File: config.mk
export PLATFORM = sky130hd
export DESIGN_NAME = bus_cycle_seq
export DESIGN_NICKNAME = d
export VERILOG_FILES = /design/src/rtl/bus_seq_pkg.sv /design/src/rtl/ack_synchronizer.sv /design/src/rtl/wait_timer.sv /design/src/rtl/cycle_ctrl.sv /design/src/rtl/bus_cycle_seq.sv
export SDC_FILE = /design/constraint.sdc
export NUM_CORES = 1
export LEC_CHECK = 0
export ABC_AREA = 1
export BUFFER_PORTS_ARGS = -buffer_cell sky130_fd_sc_hd__clkbuf_2
export CORE_ASPECT_RATIO = 0.6
export CORE_UTILIZATION = 45
export CTS_CLUSTER_DIAMETER = 120
export CTS_CLUSTER_SIZE = 8
export DETAILED_ROUTE_END_ITERATION = 12
export GPL_ROUTABILITY_DRIVEN = 0
export GPL_TIMING_DRIVEN = 0
export HOLD_SLACK_MARGIN = 0.12
export PLACE_DENSITY_LB_ADDON = 0.3
export SYNTH_ARGS = -nofsm -noshare
export SYNTH_HDL_FRONTEND = slang
export SYNTH_SLANG_ARGS = --single-unit
File: constraint.sdc
create_clock -name clk -period 2.86 [get_ports clk]
set_clock_uncertainty 0.1 [all_clocks]
set_input_delay 0.858 -clock clk [delete_from_list [all_inputs] [get_ports clk]]
set_output_delay 0.858 -clock clk [all_outputs]
set_load 0.02 [all_outputs]
File: src/rtl/bus_seq_pkg.sv
// Package: shared types for the bus cycle sequencer.
// Assumes: only the three phases below exist; any other code returns to idle.
package bus_seq_pkg;
    typedef enum logic [1:0] {
        PH_IDLE = 2'd0,
        PH_T1   = 2'd1,
        PH_T2   = 2'd2
    } phase_t;
endpackage

File: src/rtl/ack_synchronizer.sv
// Module: ack_synchronizer
// Brings an asynchronous active-low bus into the clock domain through a
// chain of flops. Assumes the bits of the bus need no coherence with each
// other (any low bit is used on its own downstream). Resets to all ones.
module ack_synchronizer #(
    parameter int WIDTH  = 2,
    parameter int STAGES = 2
) (
    input  logic             clk,
    input  logic             rst_n,
    input  logic [WIDTH-1:0] async_n,
    output logic [WIDTH-1:0] sync_n
);
    logic [WIDTH-1:0] chain [STAGES];

    for (genvar g = 0; g < STAGES; g++) begin : g_stage
        if (g == 0) begin : g_first
            // First stage: capture the raw input.
            always_ff @(posedge clk) begin
                if (!rst_n) chain[0] <= '1;
                else        chain[0] <= async_n;
            end
        end else begin : g_next
            // Later stages: shift the sample along the chain.
            always_ff @(posedge clk) begin
                if (!rst_n) chain[g] <= '1;
                else        chain[g] <= chain[g-1];
            end
        end
    end

    assign sync_n = chain[STAGES-1];
endmodule

File: src/rtl/wait_timer.sv
// Module: wait_timer
// Holds the programmed wait-state count. It reloads from the setting while
// load is high (idle), then counts down once per step until it reaches zero.
// Assumes load and step are never high together.
module wait_timer #(
    parameter int WAIT_W = 2
) (
    input  logic              clk,
    input  logic              rst_n,
    input  logic              load,
    input  logic              step,
    input  logic [WAIT_W-1:0] cfg_wait,
    output logic              wait_done
);
    logic [WAIT_W-1:0] cnt;

    // Reload while idle, count down in wait states.
    always_ff @(posedge clk) begin
        if (!rst_n)                 cnt <= '0;
        else if (load)              cnt <= cfg_wait;
        else if (step && cnt != '0) cnt <= cnt - 1'b1;
    end

    assign wait_done = (cnt == '0);
endmodule

File: src/rtl/cycle_ctrl.sv
// Module: cycle_ctrl
// Phase sequencer: IDLE -> T1 -> T2 ... -> IDLE. An acknowledge seen in a
// checking state arms the exit, which happens at the end of the next T2. A
// synchronous termination seen in a checking T2 exits at once. Assumes
// ack_seen is already synchronized.
module cycle_ctrl
    import bus_seq_pkg::*;
(
    input  logic   clk,
    input  logic   rst_n,
    input  logic   start,
    input  logic   wait_done,
    input  logic   ack_seen,
    input  logic   term_seen,
    output phase_t phase,
    output phase_t phase_nxt,
    output logic   finish
);
    logic armed;
    logic armed_nxt;

    // Next-phase and arming decision.
    always_comb begin
        phase_nxt = phase;
        armed_nxt = armed;
        finish    = 1'b0;
        case (phase)
            PH_IDLE: begin
                armed_nxt = 1'b0;
                if (start) phase_nxt = PH_T1;
            end
            PH_T1: begin
                phase_nxt = PH_T2;
                if (wait_done && ack_seen) armed_nxt = 1'b1;
            end
            PH_T2: begin
                if (wait_done) begin
                    if (armed || term_seen) begin
                        finish    = 1'b1;
                        phase_nxt = PH_IDLE;
                        armed_nxt = 1'b0;
                    end else if (ack_seen) begin
                        armed_nxt = 1'b1;
                    end
                end
            end
            default: phase_nxt = PH_IDLE;
        endcase
    end

    // State registers.
    always_ff @(posedge clk) begin
        if (!rst_n) begin
            phase <= PH_IDLE;
            armed <= 1'b0;
        end else begin
            phase <= phase_nxt;
            armed <= armed_nxt;
        end
    end
endmodule

File: src/rtl/bus_cycle_seq.sv
// Module: bus_cycle_seq (top)
// Runs single read/write accesses on a strobed system bus. It takes one
// request while idle, drives address, data, direction and strobes, ends the
// access on a synchronized acknowledge or a synchronous termination, and
// returns read data with a one-clock done pulse. Assumes read data is stable
// at the terminating clock edge. The address strobe is timed on the falling
// clock edge so that it lags the address by half a clock.
module bus_cycle_seq
    import bus_seq_pkg::*;
#(
    parameter int ADDR_W      = 32,
    parameter int DATA_W      = 32,
    parameter int WAIT_W      = 2,
    parameter int ACK_W       = 2,
    parameter int SYNC_STAGES = 2
) (
    input  logic              clk,
    input  logic              rst_n,
    input  logic              req_valid,
    output logic              req_ready,
    input  logic              req_write,
    input  logic [ADDR_W-1:0] req_addr,
    input  logic [DATA_W-1:0] req_wdata,
    input  logic [WAIT_W-1:0] cfg_wait,
    output logic              rsp_done,
    output logic [DATA_W-1:0] rsp_rdata,
    output logic [ADDR_W-1:0] bus_addr,
    output logic [DATA_W-1:0] bus_wdata,
    input  logic [DATA_W-1:0] bus_rdata,
    output logic              bus_rw,
    output logic              bus_ecs_n,
    output logic              bus_as_n,
    output logic              bus_ds_n,
    input  logic [ACK_W-1:0]  bus_ack_n,
    input  logic              bus_term_n
);
    phase_t           phase;
    phase_t           phase_nxt;
    logic             finish;
    logic             wait_done;
    logic             accept;
    logic [ACK_W-1:0] ack_sync_n;
    logic             ack_seen;

    assign req_ready = (phase == PH_IDLE);
    assign accept    = req_valid && req_ready;
    assign ack_seen  = ~&ack_sync_n;

    ack_synchronizer #(
        .WIDTH  (ACK_W),
        .STAGES (SYNC_STAGES)
    ) i_ack_sync (
        .clk     (clk),
        .rst_n   (rst_n),
        .async_n (bus_ack_n),
        .sync_n  (ack_sync_n)
    );

    wait_timer #(
        .WAIT_W (WAIT_W)
    ) i_wait (
        .clk       (clk),
        .rst_n     (rst_n),
        .load      (phase == PH_IDLE),
        .step      (phase == PH_T2),
        .cfg_wait  (cfg_wait),
        .wait_done (wait_done)
    );

    cycle_ctrl i_ctrl (
        .clk       (clk),
        .rst_n     (rst_n),
        .start     (req_valid),
        .wait_done (wait_done),
        .ack_seen  (ack_seen),
        .term_seen (~bus_term_n),
        .phase     (phase),
        .phase_nxt (phase_nxt),
        .finish    (finish)
    );

    // Latch address, write data and direction when a request is taken.
    always_ff @(posedge clk) begin
        if (!rst_n) begin
            bus_addr  <= '0;
            bus_wdata <= '0;
            bus_rw    <= 1'b1;
        end else if (accept) begin
            bus_addr  <= req_addr;
            bus_wdata <= req_wdata;
            bus_rw    <= ~req_write;
        end
    end

    // Rising-edge strobes: early strobe for T1, data strobe for T2.
    always_ff @(posedge clk) begin
        if (!rst_n) begin
            bus_ecs_n <= 1'b1;
            bus_ds_n  <= 1'b1;
        end else begin
            bus_ecs_n <= ~accept;
            bus_ds_n  <= ~(phase_nxt == PH_T2);
        end
    end

    // Falling-edge address strobe: half a clock after the address.
    always_ff @(negedge clk) begin
        if (!rst_n) bus_as_n <= 1'b1;
        else        bus_as_n <= (phase == PH_IDLE);
    end

    // Capture read data and raise done on the ending edge.
    always_ff @(posedge clk) begin
        if (!rst_n) begin
            rsp_done  <= 1'b0;
            rsp_rdata <= '0;
        end else begin
            rsp_done <= finish;
            if (finish) rsp_rdata <= bus_rdata;
        end
    end
endmodule

==> metrics.log, run 1 <==
INFO  metric critical_path_buf_inv_count = 1
INFO  metric vdd_drop_max = 0.358 mV
INFO  metric m1_gr_usage = 0.282
INFO  metric routed_via_density = 4.79
INFO  metric stdcell_area = 0.00543 sq mm
INFO  metric critPathMaxStageDelay = 0.31 ns
INFO  metric finalHoldViolCount = 0
INFO  metric cts_num_sinks = 110
INFO  metric antenna_violations_before_repair = 0
INFO  metric grt_start_max_net_pins = 19
INFO  metric routed_wl = 10400 um
INFO  metric final-setup-viol-count = 1
INFO  metric worstHoldStart = i_ack_sync.chain[0][1]
INFO  metric dr.first_iter.drc_count = 180
INFO  metric cell_family_with_the_largest_share_of_critical_path_delay = flip-flops
INFO  metric cp_max_fo = 1
INFO  metric max_cap_viols = 0
INFO  metric fin_util = 0.640
INFO  metric violations_in_the_final_reports = setup timing
INFO  metric syn_to_final_growth = 37.9%
INFO  metric timing.critical_path.from_type = register
INFO  metric postPlaceCellArea = 0.00512 sq mm
INFO  metric global_route.usage.total = 0.224
INFO  metric design.portCount = 207
INFO  metric synth_top_area_frac = 0.559
INFO  metric placement_row_count = 26
INFO  metric setup_ws = -0.353 ns
INFO  metric clock_insertion_delay_at_the_later_pin_of_the_skew_report = 0.33 ns
INFO  metric antenna_left = 0
INFO  metric pwr_dens = 739 mW/mm^2
INFO  metric cts_tree = yes
INFO  metric avgSynthCellArea = 8.07 sq um
INFO  metric critPathKind = register to output pin
INFO  metric yosysUniqueCellTypes = 22
INFO  metric cts.hold.buffers_added = 0
INFO  metric port-buffer-count = 206
INFO  metric use_met2 = 0.367
INFO  metric crit-reg2reg-launch = i_ctrl.phase[0]
INFO  metric post_cts_sizing_count = 3
INFO  metric routedWlPerCell = 12.7 um
INFO  metric postCtsSetupBuffers = 0
INFO  metric grt-busiest-layer = met2
INFO  metric rsz_0062_raised_after_global_routing = yes
INFO  metric clkTransAtPathRegs = 0.07 ns
INFO  metric syn_nets = 598
INFO  metric net_count_reported_at_finish = 815
INFO  metric overflow = 0
INFO  metric synth.cell_area = 0.00394 sq mm
INFO  metric startpoint = bus_as_n
INFO  metric route.detailed.drc = 0
INFO  metric cell_type_with_the_highest_aggregate_area_in_the_netlist = dfxtp_1
INFO  metric critPathArrivalTime = 2.25 ns
INFO  metric critical_path.endpoint_type = output pin
INFO  metric layout-drive-gt1-share = 0.348
INFO  metric die_width = 123 um
INFO  metric dp_worst_setup_slack = -0.284 ns
INFO  metric die_area = 0.00914 sq mm
INFO  metric ctsRootBufferMaster = clkbuf_16
INFO  metric timing.reg2reg.setup_slack = 0.25 ns
INFO  metric synth_seq_cells = 110
INFO  metric route.vias.total = 3939
INFO  metric fp.dieH = 74.5 um
INFO  metric slew_viols_final = 0
INFO  metric effective_utilization_at_floorplan = 0.464
INFO  metric netlist_top_cells_area = dfxtp_1 (56%), nor2_1 (19%), o21ai_0 (10%)
INFO  metric timing_worst_slew_pin_value = 0.412 ns
INFO  metric synth_seq_area_share = 0.559
INFO  metric worstPathRequired = 1.90 ns
INFO  metric worst_slew_margin = 0.725
INFO  metric yosys_warnings = 0
INFO  metric post-dp-hpwl = 8060 um
INFO  metric min_path_type = register to register
INFO  metric grtUsageMet3 = 0.0729
INFO  metric antennaDiodeCount = 0
INFO  metric num_cts_buffers = 9
INFO  metric drt_pre_antenna_iters = 4
INFO  metric synthesis.instances = 488
INFO  metric first_global_vias = 3429
INFO  metric core = 0.00849 sq mm
INFO  metric run_status = finished, violations left
INFO  metric cts-htree-levels = 3
INFO  metric leakage = 2.64 nW
INFO  metric p_total = 0.00401 W
INFO  metric max-clock-path-buffers = 2
INFO  metric crit_path_cell_trace = buf_8
INFO  metric slowest_stage = dfxtp_2
INFO  metric layout.filler_cells = 750
INFO  metric grt_first_pass_wirelength = 15800 um
-- state kept, by name, indices dropped and copies added (netlist names) --
name / count
bus_as_n: 1
bus_wdata: 32
bus_addr: 32
i_ctrl.phase: 2
rsp_done: 1
bus_rw: 1
i_ack_sync.chain: 4
i_wait.cnt: 2
rsp_rdata: 32
i_ctrl.armed: 1
bus_ds_n: 1
bus_ecs_n: 1
-- metrics by stage --
stage          setup TNS (ns)  cells  hold WS, ns
2_1_floorplan               0    488        0.293
3_3_place_gp           -0.266    806        0.296
3_5_place_dp           -0.284    806        0.300
4_1_cts                -0.378    822        0.316
5_1_grt                -0.375    822        0.324
6_report               -0.353    822        0.316
-- area by class of cell --
type | instances | area, sq um | area share
multi-input combinational | 333 | 1470 | 0.270
sequential | 110 | 2200 | 0.406
clock inverter | 7 | 73.8 | 0.0136
inverter | 13 | 48.8 | 0.00899
clock buffer | 10 | 229 | 0.0422
tap | 112 | 140 | 0.0258
timing repair buffer | 206 | 1040 | 0.192
buffer | 31 | 228 | 0.0419
-- power breakdown --
group / internal, W / total, W / leakage, nW / switching, W
Clock: 0.000686 / 0.00123 / 0.141 / 0.000544
Combinational: 0.000366 / 0.000985 / 1.60 / 0.000620
Sequential: 0.00171 / 0.00180 / 0.905 / 0.0000901
Total: 0.00276 / 0.00401 / 2.64 / 0.00125
-- cells by family after synthesis --
family	count (synthesis)	synth area share
AOI/OAI and AO/OA	106	0.137
adders and majority gates	5	0.0159
buffers and inverters	45	0.0686
DFF	110	0.559
xor gates and xnor gates	1	0.00222
and+or+nand+nor	221	0.217
-- cells in the final DEF, fill, tap and decap left out, types with 2 or more instances in the layout --
| master | n |
|---|---|
| o21ai_0 | 80 |
| nand3_1 | 3 |
| nand2_1 | 12 |
| inv_1 | 12 |
| nor2_1 | 199 |
| buf_2 | 3 |
| dfxtp_1 | 109 |
| or2_2 | 4 |
| inv_2 | 2 |
| a21oi_1 | 3 |
| clkbuf_1 | 15 |
| clkinvlp_4 | 3 |
| clkbuf_2 | 205 |
| ha_1 | 5 |
| buf_6 | 13 |
| clkbuf_16 | 9 |
| o21ai_1 | 19 |
-- cell usage after synthesis --
cell type    n
clkbuf_1    15
a31oi_1      1
buf_2        3
nand3_1      3
o211ai_1     1
or2_2        4
nor2_1     199
and2_1       1
xor2_1       1
ha_1         5
inv_2        2
o21ai_0     80
nand3_2      1
a211oi_1     1
nand2_1     12
a21oi_1      3
o2111ai_1    1
inv_1       12
nand2_2      1
dfxtp_1    110
o21ai_1     19
buf_6       13
-- path summary, 6_finish.rpt --
check | endpoint | cells past startpoint
max | bus_as_n | 1
max reg2reg | bus_as_n | 4
min reg2reg | i_ack_sync.chain[1][1] | 1
min | i_ack_sync.chain[1][1] | 1
-- per-layer routing --
layer  up-vias  routed length, um
met5         -                  0
met4         0                137
met3        14                739
met2       142               4730
met1      1787               4820
li1       1996                  -
Power figures use the tool's default switching activity.
==> inputs of run 2 (changes only) <==
- GPL_ROUTABILITY_DRIVEN: 0 -> 1
- clock period: 2.86 -> 3.12 ns (I/O delays scaled with it)
==> run 2 against run 1 <==
Net effect:
- the flow still finishes with violations (setup timing)
- core utilization is the same
- power shrank 7.6%
- worst setup slack gained 0.031 ns
- critical endpoint unchanged
- largest power group unchanged
- clock-buffer cell count grew 4
- clock power shrank 6%
==> metrics.log, run 2 (synthesis gave the netlist of run 1 again) <==
INFO  metric post_cts_sizing_count = 3 (unchanged)
INFO  metric final_common_cell = clkbuf_2
INFO  metric layout.filler_cells = 747 (-0.40%)
INFO  metric m1_gr_usage = 0.271 (-0.0114)
INFO  metric use_met2 = 0.378 (+0.0112)
INFO  metric antenna_violations_before_repair = 0 (unchanged)
INFO  metric die_area = 0.00914 sq mm (unchanged)
INFO  metric leakage = 2.66 nW (+0.57%)
INFO  metric antenna_left = 0 (unchanged)
INFO  metric slowest_stage = dfxtp_2
INFO  metric cts-htree-levels = 3 (unchanged)
INFO  metric effective_utilization_at_floorplan = 0.464 (unchanged)
INFO  metric grt_first_pass_wirelength = 15600 um (-1.4%)
INFO  metric critical_path.endpoint_type = output pin
INFO  metric setup-tns-final = -0.322 ns (+0.0310 ns)
INFO  metric design.portCount = 207 (unchanged)
INFO  metric layout-drive-gt1-share = 0.346 (-0.00141)
INFO  metric net_count_reported_at_finish = 815 (unchanged)
INFO  metric worstPathRequired = 2.08 ns (+0.18 ns)
INFO  metric grtUsageMet3 = 0.0652 (-0.00767)
INFO  metric dr.first_iter.drc_count = 152 (-16%)
INFO  metric cts_tree = yes
INFO  metric finalHoldViolCount = 0 (unchanged)
INFO  metric final-setup-viol-count = 1 (unchanged)
INFO  metric routedWlPerCell = 12.8 um (+0.64%)
INFO  metric critPathArrivalTime = 2.41 ns (+0.16 ns)
INFO  metric syn_to_final_growth = 37.9% (unchanged)
INFO  metric cts_num_sinks = 110 (unchanged)
INFO  metric first_global_vias = 3477 (+1.4%)
INFO  metric cp_max_fo = 1 (unchanged)
INFO  metric pwr_dens = 683 mW/mm^2 (-7.6%)
INFO  metric fp.dieH = 74.5 um (unchanged)
INFO  metric routed_wl = 10500 um (+0.64%)
INFO  metric global_route.usage.total = 0.223 (-0.000728)
INFO  metric drt_pre_antenna_iters = 4 (unchanged)
INFO  metric route.vias.total = 3882 (-1.4%)
INFO  metric overflow = 0 (unchanged)
INFO  metric grt_start_max_net_pins = 18 (-1)
INFO  metric violations_in_the_final_reports = setup timing
INFO  metric critPathKind = register to output pin
INFO  metric biggestRegsByFlops = bus_addr x32, bus_wdata x32, rsp_rdata x32
INFO  metric cts.hold.buffers_added = 0 (unchanged)
INFO  metric post-dp-hpwl = 8030 um (-0.40%)
INFO  metric rsz_0062_raised_after_global_routing = yes
INFO  metric dp_worst_setup_slack = -0.264 ns (+0.0201 ns)
INFO  metric antennaDiodeCount = 0 (unchanged)
INFO  metric max_cap_viols = 0 (unchanged)
INFO  metric worst_slew_margin = 0.706 (-0.0197)
INFO  metric die_width = 123 um (unchanged)
INFO  metric setup_ws = -0.322 ns (+0.0310 ns)
INFO  metric timing_worst_slew_pin_value = 0.441 ns (+0.0295 ns)
INFO  metric most-common-layout-cells = clkbuf_2 (206), nor2_1 (199), dfxtp_1 (109), o21ai_0 (80), o21ai_1 (19)
INFO  metric crit_path_cell_trace = buf_8
INFO  metric critPathMaxStageDelay = 0.34 ns (+0.03 ns)
INFO  metric critical_path_buf_inv_count = 1 (unchanged)
INFO  metric postCtsSetupBuffers = 0 (unchanged)
INFO  metric globalplace.congestion = 0.867
INFO  metric core = 0.00849 sq mm (unchanged)
INFO  metric clock_insertion_delay_at_the_later_pin_of_the_skew_report = 0.34 ns (about the same)
INFO  metric max-clock-path-buffers = 2 (unchanged)
INFO  metric run_status = finished, violations left
INFO  metric routed_via_density = 4.72 (-1.4%)
INFO  metric grt-busiest-layer = met2
INFO  metric min_path_type = register to register
INFO  metric cell_family_with_the_largest_share_of_critical_path_delay = flip-flops
INFO  metric worst_hold_slack = 0.321 ns (+0.00516 ns)
INFO  metric timing.critical_path.from_type = register
INFO  metric port-buffer-count = 206 (unchanged)
INFO  metric placement_row_count = 26 (unchanged)
INFO  metric route.detailed.drc = 0 (unchanged)
INFO  metric ctsRootBufferMaster = clkbuf_16
INFO  metric vdd_drop_max = 0.361 mV (+0.99%)
INFO  metric slew_viols_final = 0 (unchanged)
INFO  metric postPlaceCellArea = 0.00511 sq mm (-0.17%)
INFO  metric stdcell_area = 0.00543 sq mm (unchanged)
INFO  metric num_cts_buffers = 9 (unchanged)
INFO  metric clkTransAtPathRegs = 0.07 ns (about the same)
## run 2: changes by cell type in the layout (fill, tap and decap cells not counted)
cell / previous run / this run
clkbuf_1: 15 / 16
clkinv_4: 1 / 0
clkinv_2: 0 / 1
inv_6: 1 / 0
clkinvlp_4: 3 / 0
bufinv_16: 1 / 0
inv_4: 0 / 1
clkbuf_2: 205 / 206
clkbuf_16: 9 / 11
## run 2: final timing paths
| path | startpoint | end | slack, ns | cells after the start |
|---|---|---|---|---|
| setup / recovery | bus_as_n | bus_as_n | -0.32 | 1 |
| hold / removal | i_ack_sync.chain[0][0] | i_ack_sync.chain[1][0] | 0.32 | 1 |
| setup reg to reg | i_ctrl.phase[0] | bus_as_n | 0.38 | 4 |
| hold reg to reg | i_ack_sync.chain[0][0] | i_ack_sync.chain[1][0] | 0.32 | 1 |
## run 2: per-stage QoR
step | cells | total power, W | util
detailed placement | 806 | 0.00258 | 0.602
finish | 822 | 0.00371 | 0.640
global route | 822 | 0.00391 | 0.640
CTS | 822 | 0.00374 | 0.639
floorplan | 488 | 0.00226 | -
global placement | 806 | 0.00255 | 0.602
## run 2: report_power, final
part | switching, W | internal (W) | leakage [nW]
combinational | 0.000566 | 0.000334 | 1.60
sequential | 0.0000823 | 0.00157 | 0.905
clock | 0.000498 | 0.000663 | 0.159
total | 0.00115 | 0.00256 | 2.66
## run 2: cell type report
type                       instances  area (sq um)  area share
sequential                       110          2200       0.406
multi-input combinational        333          1470       0.270
timing repair buffer             206          1040       0.192
clock buffer                      14           297      0.0546
buffer                            31           219      0.0403
tap                              112           140      0.0258
inverter                          13          48.8     0.00899
clock inverter                     3          15.0     0.00276
## run 2: per-layer routing
layer / vias to the layer above / routed length [um]
met5: - / 0
met1: 1730 / 4830
met3: 17 / 658
met4: 0 / 154
li1: 1988 / -
met2: 147 / 4850
==> inputs of run 3 (changes only) <==
- SYNTH_HIERARCHICAL: unset -> 1
==> run 3 against run 2 <==
Net effect:
- the run still ends with setup timing left
- clock power about the same
- final cell count is 23% higher
- register-to-register slack improved by 0.41 ns
- critical endpoint unchanged
==> metrics.log, run 3 <==
INFO  metric route.detailed.drc = 0 (unchanged)
INFO  metric slowest_stage = dfxtp_2
INFO  metric max_cap_viols = 0 (unchanged)
INFO  metric routed_wl = 12100 um (+16%)
INFO  metric clock_insertion_delay_at_the_later_pin_of_the_skew_report = 0.34 ns (about the same)
INFO  metric core = 0.00988 sq mm (+16%)
INFO  metric synth_adder_area_share = 0.0136 (-0.00227)
INFO  metric antennaDiodeCount = 0 (unchanged)
INFO  metric finalHoldViolCount = 0 (unchanged)
INFO  metric setup-tns-final = -0.308 ns (+0.0140 ns)
INFO  metric final-setup-viol-count = 1 (unchanged)
INFO  metric dp_worst_setup_slack = -0.471 ns (-0.206 ns)
INFO  metric critPathArrivalTime = 2.39 ns (-0.02 ns)
INFO  metric violations_in_the_final_reports = setup timing
INFO  metric fp.dieH = 80.3 um (+7.8%)
INFO  metric synth_enable_flop_cells = 0 (unchanged)
INFO  metric port-buffer-count = 206 (unchanged)
INFO  metric final_common_cell = clkbuf_2
INFO  metric synth_top_family_by_area = simple AND/OR/NAND/NOR gates
INFO  metric pwr_dens = 669 mW/mm^2 (-2.0%)
INFO  metric postCtsSetupBuffers = 0 (unchanged)
INFO  metric routed_via_density = 4.70 (-0.54%)
INFO  metric placed_cells = 998 (+24%)
INFO  metric clkTransAtPathRegs = 0.07 ns (about the same)
INFO  metric cp_max_fo = 1 (unchanged)
INFO  metric fin_util = 0.618 (-0.0214)
INFO  metric num_cts_buffers = 9 (unchanged)
INFO  metric synth_mux_area_frac = 0 (unchanged)
INFO  metric grt_first_pass_wirelength = 19600 um (+26%)
INFO  metric synth_simple_gate_area_frac = 0.272 (+0.0552)
INFO  metric synth_flop_cell = dfxtp_1
INFO  metric synthesis.instances = 657 (+35%)
INFO  metric drt_pre_antenna_iters = 4 (unchanged)
INFO  metric p_total = 0.00409 W (+10%)
INFO  metric critical_path_buf_inv_count = 1 (unchanged)
INFO  metric critical_path.endpoint_type = output pin
INFO  metric reg2regPathDepth = 1 (-3)
INFO  metric layout-drive-gt1-share = 0.294 (-0.0530)
INFO  metric rsz_0062_raised_after_global_routing = yes
INFO  metric leakage = 3.43 nW (+29%)
INFO  metric critPathKind = register to output pin
INFO  metric setup_ws = -0.308 ns (+0.0140 ns)
INFO  metric grt_start_max_net_pins = 21 (+3)
INFO  metric timing_worst_slew_pin_value = 0.527 ns (+0.0856 ns)
INFO  metric yosys.area_share.xor_xnor = 0 (-0.00222)
INFO  metric post-dp-hpwl = 9020 um (+12%)
INFO  metric yosys_warnings = 6 (+6)
INFO  metric crit_path_cell_trace = buf_8
INFO  metric commonest_cells_post_synth = nor2_1 (136), dfxtp_1 (110), nand2_1 (93)
INFO  metric antenna_left = 0 (unchanged)
INFO  metric synth_seq_cells = 110 (unchanged)
INFO  metric cp.depth = 1 (unchanged)
INFO  metric cell_family_with_the_largest_share_of_critical_path_delay = flip-flops
INFO  metric critPathCapture = bus_as_n
INFO  metric cts_tree = yes
INFO  metric max-clock-path-buffers = 2 (unchanged)
INFO  metric ctsRootBufferMaster = clkbuf_16
INFO  metric yosysUniqueCellTypes = 18 (-18%)
INFO  metric syn_nets = 767 (+28%)
INFO  metric synth_seq_area_share = 0.479 (-0.0800)
INFO  metric avgSynthCellArea = 7.00 sq um (-13%)
INFO  metric cts.hold.buffers_added = 0 (unchanged)
INFO  metric dr.first_iter.drc_count = 172 (+13%)
INFO  metric die_area = 0.0106 sq mm (+16%)
INFO  metric startpoint = bus_as_n
INFO  metric first_global_vias = 4094 (+18%)
INFO  metric yosysMostFrequentCell = nor2_1
INFO  metric timing.critical_path.from_type = register
INFO  metric critPathMaxStageDelay = 0.31 ns (-0.03 ns)
INFO  metric cts-htree-levels = 3 (unchanged)
INFO  metric globalplace.congestion = 0.840 (-3.2%)
INFO  metric fraction_of_the_mapped_netlist_area_in_compound_gates = 0.113 (-0.0243)
INFO  metric cell_type_with_the_highest_aggregate_area_in_the_netlist = dfxtp_1
INFO  metric route.vias.total = 4763 (+23%)
INFO  metric worst_slew_margin = 0.649 (-0.0571)
INFO  metric vdd_drop_max = 0.324 mV (-10%)
INFO  metric worstPathRequired = 2.08 ns (about the same)
INFO  metric antenna_violations_before_repair = 0 (unchanged)
INFO  metric overflow = 0 (unchanged)
INFO  metric min_path_type = register to register
INFO  metric global_route.usage.total = 0.232 (+0.00828)
INFO  metric crit-reg2reg-launch = i_ctrl/phase[1]
INFO  metric routedWlPerCell = 12.0 um (-6.2%)
INFO  metric cts_num_sinks = 110 (unchanged)
INFO  metric slew_viols_final = 0 (unchanged)
INFO  metric design.portCount = 207 (unchanged)
INFO  metric placement_row_count = 28 (+7.7%)
INFO  metric effective_utilization_at_floorplan = 0.465 (+0.00140)
INFO  metric ys_async_sr_fraction = 0 (unchanged)
INFO  metric synth.cell_area = 0.00460 sq mm (+17%)
INFO  metric die_width = 132 um (+7.9%)
INFO  metric net_count_reported_at_finish = 984 (+21%)
INFO  metric netlist_top_cells_area = dfxtp_1 (48%), nor2_1 (11%), nand2_1 (7.6%)
INFO  metric timing.reg2reg.setup_slack = 0.79 ns (+0.41 ns)
INFO  metric run_status = finished, violations left
INFO  metric most-common-layout-cells = clkbuf_2 (205), nor2_1 (136), dfxtp_1 (109), nand2_1 (93), inv_1 (87)
INFO  metric post_layout_nonfiller_instances = 1014 (+23%)
INFO  metric biggestRegsByFlops = bus_addr x32, bus_wdata x32, rsp_rdata x32
INFO  metric syn_to_final_growth = 32.9%
INFO  metric synth_top_area_frac = 0.479 (-0.0800)
INFO  metric critical_path.reg2reg.endpoint = bus_as_n
[run 3: cell types whose count changed after synthesis, moves of 2 or more]
| cell | previous run | this run |
|---|---|---|
| or2_2 | 4 | 0 |
| inv_1 | 12 | 87 |
| a21oi_1 | 3 | 66 |
| buf_2 | 3 | 20 |
| o21ai_1 | 19 | 0 |
| nor2_2 | 0 | 3 |
| nand2_1 | 12 | 93 |
| buf_1 | 0 | 2 |
| buf_4 | 0 | 9 |
| o21ai_0 | 80 | 36 |
| nand3_1 | 3 | 69 |
| buf_6 | 13 | 0 |
| nand3b_1 | 0 | 2 |
| nor2_1 | 199 | 136 |
[run 3: layout make-up]
class                           instances  area (sq um)
Fill cell                             980          3770
Sequential cell                       110          2200
Clock inverter                          8          68.8
Tap cell                              135           169
Clock buffer                            9           225
Buffer                                 46           240
Inverter                               87           327
Timing Repair Buffer                  206          1040
Multi-Input combinational cell        413          1830
[run 3: routing by layer]
layer,global-route usage,up-vias,wire length [um]
li1,-,2474,-
met1,0.317,2111,6210
met2,0.353,170,4960
met3,0.0694,8,886
met4,0.0632,0,80
met5,0,-,0
[run 3: where the power goes]
group / internal, W / total, W / switching (W)
clock: 0.000564 / 0.00113 / 0.000564
combinational: 0.000453 / 0.00126 / 0.000803
sequential: 0.00160 / 0.00170 / 0.000107
[run 3: worst min-delay path by stage]
stage	from	end	slack (ns)	depth (start not counted)
after floorplan	i_ack_sync/chain[0][0]	i_ack_sync/chain[1][0]	0.28	2
after global placement	i_ack_sync/chain[0][1]	i_ack_sync/chain[1][1]	0.29	2
after detailed placement	i_ack_sync/chain[0][0]	i_ack_sync/chain[1][0]	0.29	2
after CTS	i_ack_sync/chain[0][0]	i_ack_sync/chain[1][0]	0.32	2
after global routing	i_ack_sync/chain[0][1]	i_ack_sync/chain[1][1]	0.36	2
final	i_ack_sync/chain[0][0]	i_ack_sync/chain[1][0]	0.31	2
[run 3: stage by stage]
step / cell area [sq um] / hold WS, ns
after detailed placement: 5800 / 0.292
after global routing: 6110 / 0.356
after floorplan: 4600 / 0.280
final: 6110 / 0.312
after CTS: 6100 / 0.317
after global placement: 5800 / 0.290
[run 3: cells by family after synthesis]
kind of cell	after synthesis
AND/OR/NAND/NOR	305
AO/OA/AOI/OAI	103
adder cells (fa/ha/maj)	5
buffers and inverters	134
flip-flops	110
[run 3: repair_timing]
| action | CTS | global route |
|---|---|---|
| endpoints found under the setup margin | 2 | 2 |
| cloned | 0 | 0 |
| gates resized for setup | 4 | 2 |
